### config.mk
export PLATFORM = sky130hd
export DESIGN_NAME = i2c_flush_gen
export DESIGN_NICKNAME = d
export VERILOG_FILES = /design/src/rtl/flush_pkg.sv /design/src/rtl/flush_tick.sv /design/src/rtl/flush_pattern.sv /design/src/rtl/flush_seq.sv /design/src/rtl/i2c_flush_gen.sv
export SDC_FILE = /design/constraint.sdc
export NUM_CORES = 1
export LEC_CHECK = 0
export BUFFER_PORTS_ARGS = -buffer_cell sky130_fd_sc_hd__buf_2
export CELL_PAD_IN_SITES_DETAIL_PLACEMENT = 0
export CELL_PAD_IN_SITES_GLOBAL_PLACEMENT = 1
export CORE_MARGIN = 2
export CORE_UTILIZATION = 44
export CTS_CLUSTER_DIAMETER = 50
export DETAILED_ROUTE_END_ITERATION = 8
export PLACE_DENSITY = 0.74
export SYNTH_ARGS = -nofsm -noshare
export SYNTH_HDL_FRONTEND = slang
export SYNTH_SLANG_ARGS = --single-unit
### constraint.sdc
create_clock -name clk -period 2 [get_ports clk]
set_input_delay 0.3 -clock clk [delete_from_list [all_inputs] [get_ports clk]]
set_output_delay 0.3 -clock clk [all_outputs]
set_load 0.02 [all_outputs]
### src/rtl/flush_pkg.sv
// Shared types for the stuck-bus flush sequencer.
// Assumes: nothing beyond IEEE 1800-2017 enums.
package flush_pkg;

    // Phase of the burst; the two STOP phases after STOP_A follow a released SCL.
    typedef enum logic [2:0] {
        ST_IDLE,
        ST_LOW,
        ST_HIGH,
        ST_STOP_A,
        ST_STOP_B,
        ST_STOP_C
    } flush_state_e;

endpackage

### src/rtl/flush_tick.sv
// Half-period timer: while run is high it emits one tick every HALF_DIV cycles.
// The first tick comes HALF_DIV cycles after run rises.
// Assumes: HALF_DIV >= 2, and run is the sequencer's busy output.
module flush_tick #(
    parameter int HALF_DIV = 250
) (
    input  logic clk,
    input  logic rst_n,
    input  logic run,
    output logic tick
);
    localparam int CNT_W = (HALF_DIV > 1) ? $clog2(HALF_DIV) : 1;
    localparam logic [CNT_W-1:0] CNT_LAST = CNT_W'(HALF_DIV - 1);

    logic [CNT_W-1:0] cnt_q;

    assign tick = run && (cnt_q == CNT_LAST);

    // Count cycles within the current half-period; hold at zero when idle.
    always_ff @(posedge clk) begin
        if (!rst_n || !run) begin
            cnt_q <= '0;
        end else if (cnt_q == CNT_LAST) begin
            cnt_q <= '0;
        end else begin
            cnt_q <= cnt_q + 1'b1;
        end
    end

    AST_TICK_SPACING: assert property (@(posedge clk) disable iff (!rst_n)
        tick |=> !tick);

endmodule

### src/rtl/flush_pattern.sv
// Writable pattern register holding the SDA byte for the next burst.
// Assumes: a write is a single-cycle strobe; the reset value is a parameter.
module flush_pattern #(
    parameter int              PAT_W     = 8,
    parameter logic [PAT_W-1:0] PAT_RESET = '1
) (
    input  logic             clk,
    input  logic             rst_n,
    input  logic             wr_en,
    input  logic [PAT_W-1:0] wr_data,
    output logic [PAT_W-1:0] pattern
);
    // Store the pattern; reset restores the default.
    always_ff @(posedge clk) begin
        if (!rst_n) begin
            pattern <= PAT_RESET;
        end else if (wr_en) begin
            pattern <= wr_data;
        end
    end

    AST_PAT_WRITE: assert property (@(posedge clk) disable iff (!rst_n)
        wr_en |=> (pattern == $past(wr_data)));

endmodule

### src/rtl/flush_seq.sv
// Burst sequencer: it sends REPEATS groups of PAT_W data clocks plus one NACK
// clock, then a STOP, and drives registered open-drain line requests.
// Assumes: tick comes from flush_tick running on this module's busy output.
// start is already qualified by the enable and is ignored while busy.
module flush_seq #(
    parameter int PAT_W   = 8,
    parameter int REPEATS = 2
) (
    input  logic             clk,
    input  logic             rst_n,
    input  logic             start,
    input  logic             tick,
    input  logic [PAT_W-1:0] pattern,
    output logic             scl_out,
    output logic             sda_out,
    output logic             busy,
    output logic             done
);
    import flush_pkg::*;

    localparam int POS_W = $clog2(PAT_W + 1);
    localparam int GRP_W = (REPEATS > 1) ? $clog2(REPEATS) : 1;
    localparam logic [POS_W-1:0] POS_NACK = POS_W'(PAT_W);
    localparam logic [GRP_W-1:0] GRP_LAST = GRP_W'(REPEATS - 1);

    flush_state_e     st_q, st_n;
    logic [POS_W-1:0] pos_q, pos_n;
    logic [GRP_W-1:0] grp_q, grp_n;
    logic [PAT_W-1:0] snap_q, snap_n;
    logic [PAT_W-1:0] sh_q, sh_n;
    logic             scl_q, scl_n;
    logic             sda_q, sda_n;
    logic             done_q, done_n;

    assign busy    = (st_q != ST_IDLE);
    assign done    = done_q;
    assign scl_out = scl_q;
    assign sda_out = sda_q;

    // Next-state logic: advance one phase per tick, and copy the pattern on start.
    always_comb begin
        st_n   = st_q;
        pos_n  = pos_q;
        grp_n  = grp_q;
        snap_n = snap_q;
        sh_n   = sh_q;
        done_n = 1'b0;
        unique case (st_q)
            ST_IDLE: begin
                if (start) begin
                    st_n   = ST_LOW;
                    pos_n  = '0;
                    grp_n  = '0;
                    snap_n = pattern;
                    sh_n   = pattern;
                end
            end
            ST_LOW: begin
                if (tick) st_n = ST_HIGH;
            end
            ST_HIGH: begin
                if (tick) begin
                    if (pos_q == POS_NACK) begin
                        if (grp_q == GRP_LAST) begin
                            st_n = ST_STOP_A;
                        end else begin
                            st_n  = ST_LOW;
                            grp_n = grp_q + 1'b1;
                            pos_n = '0;
                            sh_n  = snap_q;
                        end
                    end else begin
                        st_n  = ST_LOW;
                        pos_n = pos_q + 1'b1;
                        sh_n  = {sh_q[PAT_W-2:0], 1'b0};
                    end
                end
            end
            ST_STOP_A: begin
                if (tick) st_n = ST_STOP_B;
            end
            ST_STOP_B: begin
                if (tick) st_n = ST_STOP_C;
            end
            ST_STOP_C: begin
                if (tick) begin
                    st_n   = ST_IDLE;
                    done_n = 1'b1;
                end
            end
            default: st_n = ST_IDLE;
        endcase
    end

    // Line decode from the next phase: SCL low in data-low and STOP_A phases.
    always_comb begin
        scl_n = !((st_n == ST_LOW) || (st_n == ST_STOP_A));
        unique case (st_n)
            ST_LOW, ST_HIGH: sda_n = (pos_n == POS_NACK) ? 1'b1 : sh_n[PAT_W-1];
            ST_STOP_A,
            ST_STOP_B:       sda_n = 1'b0;
            default:         sda_n = 1'b1;
        endcase
    end

    // State and line registers. SDA only moves once SCL is already low, or for the STOP rise.
    always_ff @(posedge clk) begin
        if (!rst_n) begin
            st_q   <= ST_IDLE;
            pos_q  <= '0;
            grp_q  <= '0;
            snap_q <= '1;
            sh_q   <= '1;
            scl_q  <= 1'b1;
            sda_q  <= 1'b1;
            done_q <= 1'b0;
        end else begin
            st_q   <= st_n;
            pos_q  <= pos_n;
            grp_q  <= grp_n;
            snap_q <= snap_n;
            sh_q   <= sh_n;
            scl_q  <= scl_n;
            done_q <= done_n;
            if (!scl_q || (st_n == ST_STOP_C)) begin
                sda_q <= sda_n;
            end
        end
    end

    AST_IDLE_RELEASED: assert property (@(posedge clk) disable iff (!rst_n)
        !busy |-> (scl_out && sda_out));

    AST_PHASE_ON_TICK: assert property (@(posedge clk) disable iff (!rst_n)
        (busy && $past(busy) && !$past(tick)) |-> $stable(st_q));

    AST_POS_RANGE: assert property (@(posedge clk) disable iff (!rst_n)
        pos_q <= POS_NACK);

    AST_SDA_WHILE_SCL_HIGH: assert property (@(posedge clk) disable iff (!rst_n)
        (scl_out && $past(scl_out) && !$stable(sda_out)) |-> (sda_out && st_q == ST_STOP_C));

    AST_STOP_AFTER_NACK: assert property (@(posedge clk) disable iff (!rst_n)
        (st_q == ST_STOP_A && $past(st_q) == ST_HIGH) |-> ($past(pos_q) == POS_NACK));

    AST_DONE_ON_FALL: assert property (@(posedge clk) disable iff (!rst_n)
        $fell(busy) |-> done);

    AST_DONE_SINGLE: assert property (@(posedge clk) disable iff (!rst_n)
        done |=> !done);

    AST_SNAP_HELD: assert property (@(posedge clk) disable iff (!rst_n)
        (busy && $past(busy)) |-> $stable(snap_q));

endmodule

### src/rtl/i2c_flush_gen.sv
// Top of the stuck-bus flush sequencer. It qualifies the trigger with the
// auto-flush enable and wires the pattern register, the half-period timer and
// the burst sequencer together.
// Assumes: HALF_DIV >= 2, PAT_W >= 2, REPEATS >= 1; the outputs feed open-drain pads.
module i2c_flush_gen #(
    parameter int               HALF_DIV  = 250,
    parameter int               PAT_W     = 8,
    parameter int               REPEATS   = 2,
    parameter logic [PAT_W-1:0] PAT_RESET = '1
) (
    input  logic             clk,
    input  logic             rst_n,
    input  logic             auto_flush_en,
    input  logic             trigger,
    input  logic             pat_wr_en,
    input  logic [PAT_W-1:0] pat_wr_data,
    output logic             scl_out,
    output logic             sda_out,
    output logic             busy,
    output logic             done
);
    logic             start_req;
    logic             half_tick;
    logic [PAT_W-1:0] cur_pattern;

    assign start_req = trigger && auto_flush_en;

    flush_pattern #(
        .PAT_W     (PAT_W),
        .PAT_RESET (PAT_RESET)
    ) u_pattern (
        .clk     (clk),
        .rst_n   (rst_n),
        .wr_en   (pat_wr_en),
        .wr_data (pat_wr_data),
        .pattern (cur_pattern)
    );

    flush_tick #(
        .HALF_DIV (HALF_DIV)
    ) u_tick (
        .clk   (clk),
        .rst_n (rst_n),
        .run   (busy),
        .tick  (half_tick)
    );

    flush_seq #(
        .PAT_W   (PAT_W),
        .REPEATS (REPEATS)
    ) u_seq (
        .clk     (clk),
        .rst_n   (rst_n),
        .start   (start_req),
        .tick    (half_tick),
        .pattern (cur_pattern),
        .scl_out (scl_out),
        .sda_out (sda_out),
        .busy    (busy),
        .done    (done)
    );

    AST_NO_START_DISABLED: assert property (@(posedge clk) disable iff (!rst_n)
        (!busy && !auto_flush_en) |=> !busy);

    AST_BUSY_IGNORES_TRIGGER: assert property (@(posedge clk) disable iff (!rst_n)
        (busy && trigger) |=> !done || !busy);

endmodule

==> impl_results.md, run 1 <==
* Outcome: finished clean
* Post-synth EDFFs at 0
* IO buf count at 16
* CP required at 2180 ps
* Leakage at 1.002 nW
* IO Pins at 17
* Final wirelength at about 4600 µm
* Average size of a mapped cell at 8.550 µm²
* Pwr Density at 734.4 nW/µm²
* FF-to-FF path depth at 5
* Setup bufs post-CTS at 0
* Max cap viols at 0
* Top post-synthesis cells by count: 43 x dfxtp_1, 40 x nand2_1, 17 x nor2_1
* Register area share after synthesis at a little over two fifths
* Fmax at about 540 MHz
* Drt first pass iters at 4
* Worst Setup Start Kind: flip-flop
* Worst-path clk slew at 80 ps
* WS Path Type: reg -> reg
* Root Driver: clkbuf_8
* Area Overhead vs Synth at 15.98%
* Synth Net Count at 257
* Antenna cells at 0
* Synthesized cell area at between 2000 and 2500 µm²
* Crit path launch: u_seq.st_q[2]
* Die W at 72.29 µm
* Total negative slack at 0 ps
* Setup violators final at 0
* RSZ-0062 raised after global routing: false
* Most frequently used cell type in the post-synthesis netlist: dfxtp_1
* Die ar. at 5226 µm²
* CTS tree: yes
* Final worst-path cycle share at around 93%
* Min-delay src: pat_wr_data[6]
* Worst r2r src: u_seq.st_q[2]
* Placeable Area at around 4400 µm²
* Max_slew headroom at 67.98%
* Worst Path Max Fanout at 12
* Slew at the pin closest to its max-slew limit at 479.2 ps
* Share of the synthesized area in the top cell type at 41.95%
* Syn Inst Count at 240
* Non-Filler Instances at 317
* DRC at 0
* DP Wirelength at 3420 µm
* Cts hold-fix bufs at 0
* Final core utilization at 53.91%
* Layout cells sized above 1 at 16.98%
* CP Capture Type: flip-flop
* Total grt overflow at 0
* Initial antenna violation count at 0
* FP Rows at 24
* Post-synth ARST share at 0%
* Max IR drop VDD at about 0.32 mV
* Critical R2R Capture: u_seq.sda_out
* DR vias/cell at 5.562
* H-tree depth at 2
* Initial Utilization at 46.49%
* Vias in the first global route at 1,742
* Num Clock Sinks at between 40 and 50
* Storage cell area at ~860 µm²
* CTS Buf Count at 5
* Largest net degree at the start of global routing at 24
* Crit path time final at roughly 1900 ps
* Worst hold path class: in -> reg
* Via count at 1,763
* Fin. Hold Viols at 0
* Synthesis Warnings at 0
* Flops & latches, synth at 43
* Data arrival time of the critical path at 2040 ps
* Max-slew violation count at 0
* Routability cong. at 0.8344
* Iteration-0 DRC Markers at 90
* Multi-input gate area at 1130 µm²
* Setup Skew at about 4.9 ps
* Clk buf depth at 2
* Netlist cell types at 51
* Die Height at 72.29 µm
* Area contributors post-synth: dfxtp_1 42%, nand2_1 7.3%, mux2i_1 3.9%
* Routed wire per std cell at 14.59 µm
* Filler Cell Count at 450
* WHS at 216.3 ps
* Skew-Pair Late Insertion Delay at 290 ps
* Placed Cells at about 300
* ANT nets after route at 0
* Post-layout nets at approximately 280
* Tot GR Track Use at 19.69%
* R2R Setup Slk at 140 ps
* Ys flop type: dfxtp_1
* Dominant cell type by area after synthesis: dfxtp_1
* Worst setup endpoint: u_seq.sda_out
* First-pass GRT wire length at 8059 µm
## worst min path at each step
stage / endpoint / cells after the start
2_1_floorplan: u_seq.sh_q[4] / 2
3_3_place_gp: u_seq.snap_q[3] / 1
3_5_place_dp: u_seq.snap_q[3] / 1
4_1_cts: u_pattern.pattern[6] / 3
5_1_grt: u_pattern.pattern[5] / 3
6_report: u_pattern.pattern[6] / 3
## sequential cells by signal, indices dropped and copies added, names as in the netlist
register,flops
u_pattern.pattern,8
u_seq.sh_q,8
u_seq.snap_q,8
u_tick.cnt_q,8
u_seq.pos_q,4
u_seq.st_q,3
u_seq.done,1
u_seq.grp_q,1
u_seq.scl_out,1
u_seq.sda_out,1
## through the flow
step / total power, mW / instance area, µm² / worst slack, ps
after global placement: 1.095 / 2247 / 191.7
after CTS: 1.778 / 2360 / 35.74
after floorplan: 1.044 / 2052 / 225.1
after detailed placement: 1.096 / 2247 / 121.1
after global routing: 1.847 / 2380 / 32.78
final: 1.748 / 2380 / 144.7
## where the power goes
group	leakage, nW	switching (mW)	total, mW	internal, mW
clock network	0.0581	0.302	0.674	0.372
logic	0.592	0.0862	0.155	0.0686
registers	0.352	0.0234	0.919	0.896
total	1.00	0.411	1.75	1.34
## metal layers
metal	wire, µm	GRT usage [%]	vias to the layer above
li1	-	-	906
met5	0	0	-
met3	164	4.583	6
met1	2235	25.98	821
met2	2184	31.40	30
met4	40	7.338	0
## placed cells by master, fill, tap and decap left out, drive strengths merged, types with 3 or more instances in the layout
master / n
a211oi: 3
a21o: 8
a21oi: 7
a221o: 4
a31oi: 5
and2: 5
and4b: 3
buf: 30
clkbuf: 5
dfxtp: 43
ha: 4
inv: 7
mux2i: 8
nand2: 40
nand3: 16
nand4: 3
nor2: 17
nor2b: 4
nor3: 4
o211ai: 3
o21ai: 8
xnor2: 3
xor2: 3
## cell type report
class	instances	share of cell area, %
Multi-Input combinational cell	177	47.48
Sequential cell	43	36.17
Timing Repair Buffer	30	7.781
Clock buffer	5	2.892
Tap cell	52	2.734
Clock inverter	3	1.840
Inverter	7	1.104
## critical path, stage by stage (launching register included)
cell      delay [ps]
dfxtp_1          440
nor3b_1          470
a41oi_1          190
a211oi_1         380
nor4_2           100
o22a_1           170
## what timing repair did
item,CTS,global route
setup endpoints to repair,0,2
gates resized for setup,0,3
endpoints found under the hold margin,0,0
## cell families after synthesis
| family | share of synthesized area [%] |
|---|---|
| compound gates | 17.50 |
| xor+xnor | 2.561 |
| buf+inv | 3.964 |
| fa+ha+maj | 2.439 |
| mux | 3.903 |
| flops | 41.95 |
| simple gates | 27.68 |
Note: power is estimated with default switching activity, not from simulation.
==> run 2: changes to the inputs <==
Settings changed: RECOVER_POWER set to 25.
==> run 2 against run 1 <==
Net effect: final area fell by 0.37%; register-to-register slack about the same; utilization down 0.20 points; maximum frequency shrank 0.54%; global-route usage stayed put; die area did not move; non-clock buffer count stayed put; clock skew is 0.80 ps higher; combinational power barely moved; clock power is essentially flat; sequential power hardly changed; largest cell class unchanged.
==> impl_results.md, run 2 (synthesis gave the netlist of run 1 again) <==
* Fmax at 536.1 MHz (-0.54%)
* GR Util met1 at 25.98% (unchanged)
* Skew-Pair Late Insertion Delay at 290 ps (about the same)
* Post-layout nets at 281 (unchanged)
* CTS tree: yes
* Num Clock Sinks at 43 (unchanged)
* Initial antenna violation count at 0 (unchanged)
* Pwr Density at 737.6 nW/µm² (+0.43%)
* Setup violators final at 0 (unchanged)
* Most common cell after layout, fill and taps aside: dfxtp_1
* DRC at 0 (unchanged)
* Die ar. at 5226 µm² (unchanged)
* Via count at 1,758 (-0.28%)
* Setup Skew at 5.719 ps (+0.7950 ps)
* Final wirelength at 4629 µm (+0.11%)
* Vias in the first global route at 1,742 (unchanged)
* Worst-path clk slew at 80 ps (about the same)
* Filler Cell Count at 455 (+1.1%)
* Total negative slack at 0 ps (unchanged)
* Max IR drop VDD at 0.3183 mV (+0.50%)
* Root Driver: clkbuf_8
* Layout cells sized above 1 at 15.09% (-1.9 points)
* Met3 Usage GRT at 4.583% (unchanged)
* Fin. Hold Viols at 0 (unchanged)
* Final Instance Area at 2371 µm² (-0.37%)
* Multi-input gate area at 1130 µm² (unchanged)
* Power, Total at 1.749 mW (about the same)
* IO buf count at 16 (unchanged)
* Area Overhead vs Synth at 15.55%
* Drt first pass iters at 4 (unchanged)
* Worst hold path class: in -> reg
* ANT nets after route at 0 (unchanged)
* Worst Path Max Fanout at 12 (unchanged)
* Slew at the pin closest to its max-slew limit at 963.4 ps (+484.2 ps)
* Placeable Area at 4414 µm² (unchanged)
* Antenna cells at 0 (unchanged)
* Final worst-path cycle share at 93.26% (+0.50 points)
* DP Wirelength at 3420 µm (unchanged)
* Largest net degree at the start of global routing at 24 (unchanged)
* Routed wire per std cell at 14.60 µm (+0.11%)
* Final core utilization at 53.71% (-0.20 points)
* Setup bufs post-CTS at 0 (unchanged)
* H-tree depth at 2 (unchanged)
* WS Path Type: reg -> reg
* Clk buf depth at 2 (unchanged)
* Total grt overflow at 0 (unchanged)
* CP Capture Type: flip-flop
* DR vias/cell at 5.546 (-0.28%)
* Leakage at 0.9879 nW (-1.4%)
* IO Pins at 17 (unchanged)
* Tot GR Track Use at 19.69% (unchanged)
* RSZ-0062 raised after global routing: false
* Worst Setup Start Kind: flip-flop
* Dpl cell area at 2247 µm² (unchanged)
* Gr busiest metal: met2
* Die W at 72.29 µm (unchanged)
* CP required at 2190 ps (about the same)
* FP Rows at 24 (unchanged)
* Routability cong. at 0.8344 (unchanged)
* Storage cell area at 860.8 µm² (unchanged)
* GRT met2 Usage at 31.40% (unchanged)
* Outcome: finished clean
* Max_slew headroom at 35.77% (-32 points)
* Die Height at 72.29 µm (unchanged)
* First-pass GRT wire length at 8059 µm (unchanged)
* Initial Utilization at 46.49% (unchanged)
* Commonest cells after routing, fill and taps aside: 43 x dfxtp_1, 40 x nand2_1, 17 x nor2_1
* Max cap viols at 0 (unchanged)
* Max-slew violation count at 0 (unchanged)
* Crit path time final at 1865 ps (+10.01 ps)
* CTS Buf Count at 5 (unchanged)
* Data arrival time of the critical path at 2050 ps (about the same)
* Iteration-0 DRC Markers at 82 (-8.9%)
==> run 2: cell types whose count changed in the layout (fill, tap and decap cells not counted), sizes merged <==
cell    change
buf         -5
clkbuf      +5
==> run 2: layer usage <==
metal	wire length, µm	up-vias
met5	0	-
met1	2232	818
met4	40	0
li1	-	904
met3	161	6
met2	2194	30
==> run 2: repair_timing <==
item	4_1_cts	5_1_grt
gates resized for setup	0	3
hold buffers	0	0
endpoints found under the setup margin	0	2
==> run 2: layout make-up <==
cell class	count	area share, %
clock buffers	5	2.902
clock inverters	3	1.847
inverters	7	1.108
multi-input cells	177	47.65
flip-flops and latches	43	36.31
well taps	52	2.744
repair buffers	30	7.441
==> run 2: per-stage QoR <==
| step | setup slack (ps) | cells | hold WS [ps] |
|---|---|---|---|
| floorplan | 225.1 | 240 | 425.4 |
| global placement | 191.7 | 309 | 434.1 |
| detailed placement | 121.1 | 309 | 439.8 |
| CTS | 35.74 | 317 | 206.3 |
| global route | 32.78 | 317 | 214.5 |
| finish | 134.7 | 317 | 216.1 |
==> run 2: power by group <==
part / leakage, nW / internal, mW / switching [mW] / total [mW]
combinational: 0.577 / 0.0666 / 0.0865 / 0.153
clock: 0.0581 / 0.372 / 0.304 / 0.676
sequential: 0.352 / 0.896 / 0.0237 / 0.920
==> run 2: critical path, cell delays in order (launching register included) <==
cell	delay, ps
dfxtp_1	440
nor3b_1	480
a41oi_1	190
a211oi_1	380
nor4_2	100
o22a_1	170
==> run 2: path summary, 6_finish.rpt <==
check                                startpoint              endpoint  slack (ps)  cells past startpoint
worst min-delay path             pat_wr_data[6]  u_pattern.pattern[6]         220                      3
worst max register to register    u_seq.st_q[2]         u_seq.sda_out         130                      5
worst max-delay path              u_seq.st_q[2]         u_seq.sda_out         130                      5
worst min register to register  u_seq.snap_q[3]       u_seq.snap_q[3]         460                      1
==> run 3: changes to the inputs <==
Clock period 2 ns to 2.02 ns, I/O delays scaled along.
==> run 3 against run 2 <==
Net effect: first-iteration DRC count shrank 4.9%; register-to-register slack hardly changed; flip-flop and latch count stayed put; clock power shrank 4.0%; routed wire length increased by 0.56%; count of clock-buffer cells in the layout up 1; worst setup slack improved by 6.9 ps; global-route usage about the same; hold slack worse by 1.2 ps; via count grew 0.28%; utilization decreased by 1.0 points; critical path depth is 2 higher; critical endpoint unchanged.
==> impl_results.md, run 3 (synthesis gave the netlist of run 1 again) <==
* Final Instance Area at 2326 µm² (-1.9%)
* Pre-CTS setup slack at 158.8 ps (+37.70 ps)
* Via count at 1,763 (+0.28%)
* Slew at the pin closest to its max-slew limit at 990.7 ps (+27.30 ps)
* Crit path largest cell delay at 400 ps (-80 ps)
* WS Path Type: reg -> reg
* Setup violators final at 0 (unchanged)
* Iteration-0 DRC Markers at 78 (-4.9%)
* First-pass GRT wire length at 8010 µm (-0.61%)
* Total negative slack at 0 ps (unchanged)
* Max_slew headroom at 33.95% (-1.8 points)
* Storage cell area at 862.1 µm² (+0.15%)
* H-tree depth at 2 (unchanged)
* Max-slew violation count at 0 (unchanged)
* Data arrival time of the critical path at 2120 ps (+70 ps)
* Final worst-path setup slack at 141.6 ps (+6.904 ps)
* Worst Path Max Fanout at 5 (-7)
* DR vias/cell at 5.633 (+1.6%)
* Slowest-stage cell, CP: dfxtp_1
* FP Rows at 24 (unchanged)
* CP Capture Type: flip-flop
* Non-Filler Instances at 313 (-1.3%)
* Most common cell after layout, fill and taps aside: dfxtp_1
* Tot GR Track Use at 19.64% (-0.046 points)
* Die W at 72.29 µm (unchanged)
* Outcome: finished clean
* Net Switching at 0.3987 mW (-3.7%)
* IO Pins at 17 (unchanged)
* Max IR drop VDD at 0.2904 mV (-8.8%)
* Drt first pass iters at 4 (unchanged)
* IO buf count at 16 (unchanged)
* Num Clock Sinks at 43 (unchanged)
* Crit path time final at 1878 ps (+13.10 ps)
* ANT nets after route at 0 (unchanged)
* Pint at 1.316 mW (-1.4%)
* Die Height at 72.29 µm (unchanged)
* Largest net degree at the start of global routing at 24 (unchanged)
* Initial Utilization at 46.49% (unchanged)
* Area Overhead vs Synth at 13.35%
* Dpl cell area at 2225 µm² (-1.0%)
* Fmax at 532.4 MHz (-0.70%)
* Filler Cell Count at 448 (-1.5%)
* Worst hold path class: in -> reg
* Final core utilization at 52.69% (-1.0 points)
* Clock share of power at 37.9% (-0.8 points)
* CTS tree: yes
* Vias in the first global route at 1,725 (-0.98%)
* Worst Setup Start Kind: flip-flop
* Setup bufs post-CTS at 0 (unchanged)
* R2R Setup Slk at 140 ps (about the same)
* Multi-input gate area at 1116 µm² (-1.2%)
* Leakage at 0.9638 nW (-2.4%)
* RSZ-0062 raised after global routing: false
* Antenna cells at 0 (unchanged)
* Combinational Power Share at 9.0% (+0.2 points)
* Routed wire per std cell at 14.87 µm (+1.8%)
* Setup Skew at 4.883 ps (-0.8358 ps)
* Pwr Density at 737.1 nW/µm² (about the same)
* Placed Cells at 306 (-0.97%)
* Cts hold-fix bufs at 0 (unchanged)
* Switching portion of total power at 23.25% (-0.43 points)
* Root Driver: clkbuf_8
* Power, Total at 1.715 mW (-2.0%)
* Worst-path cell chain: inv_1 > ha_1 > and4b_1 > o41ai_1 > nand3_1 > nor4_1 > o22a_1
* DRC at 0 (unchanged)
* Initial antenna violation count at 0 (unchanged)
* CTS Buf Count at 5 (unchanged)
* Seq pwr share at 53.1% (+0.5 points)
* Post-layout nets at 278 (-1.1%)
* Final worst-path cycle share at 92.99% (-0.28 points)
* Layout cells sized above 1 at 13.03% (-2.1 points)
* Placeable Area at 4414 µm² (unchanged)
* Die ar. at 5226 µm² (unchanged)
* Skew-Pair Late Insertion Delay at 290 ps (about the same)
* Final wirelength at 4655 µm (+0.56%)
* Commonest cells after routing, fill and taps aside: 42 x dfxtp_1, 40 x nand2_1, 17 x nor2_1
* DP Wirelength at 3387 µm (-0.97%)
* WHS at 214.9 ps (-1.172 ps)
* Worst-path clk slew at 80 ps (about the same)
* Clk buf depth at 2 (unchanged)
* Fin. Hold Viols at 0 (unchanged)
* Max cap viols at 0 (unchanged)
* Total grt overflow at 0 (unchanged)
* Routability cong. at 0.8249 (-1.1%)
* CP required at 2260 ps (+70 ps)
run 3: final cells by class:
type                       count  share of cell area, %
clock buffer                   6                  3.120
clock inverter                 1                  1.291
inverter                       7                  1.130
multi-input combinational    177                  47.98
sequential                    43                  37.06
tap                           52                  2.797
timing repair buffer          27                  6.616
run 3: per-layer routing:
metal / wire, µm / GRT usage [%] / vias to the layer above
met4: 139 / 8.595 / 0
met3: 186 / 5.000 / 13
met2: 2072 / 30.17 / 44
li1: - / - / 895
met1: 2257 / 26.08 / 811
met5: 0 / 0 / -
run 3: worst paths after layout:
path	startpoint	end	cells past startpoint
worst max register to register	u_seq.pos_q[1]	u_seq.sda_out	7
worst max-delay path	u_seq.pos_q[1]	u_seq.sda_out	7
worst min register to register	u_seq.snap_q[0]	u_seq.snap_q[0]	1
worst min-delay path	pat_wr_data[4]	u_pattern.pattern[4]	3
run 3: power by group through the flow:
| stage | Clock [mW] | Sequential [mW] | Combinational [mW] |
|---|---|---|---|
| 2_1_floorplan | 0 | 0.928 | 0.106 |
| 3_3_place_gp | 0 | 0.930 | 0.154 |
| 3_5_place_dp | 0 | 0.930 | 0.156 |
| 4_1_cts | 0.665 | 0.911 | 0.158 |
| 5_1_grt | 0.697 | 0.917 | 0.177 |
| 6_report | 0.649 | 0.911 | 0.154 |
run 3: repair_timing:
| item | in CTS | in global routing |
|---|---|---|
| setup endpoints to repair | 0 | 2 |
| endpoints found under the hold margin | 0 | 0 |
| gates resized for setup | 0 | 2 |
run 3: critical path, delay by kind of cell (launching register included):
family	cells	cell delay (ps)
fa+ha+maj	1	210
buf+inv	1	80
flops	1	400
compound gates	2	440
simple gates	3	700
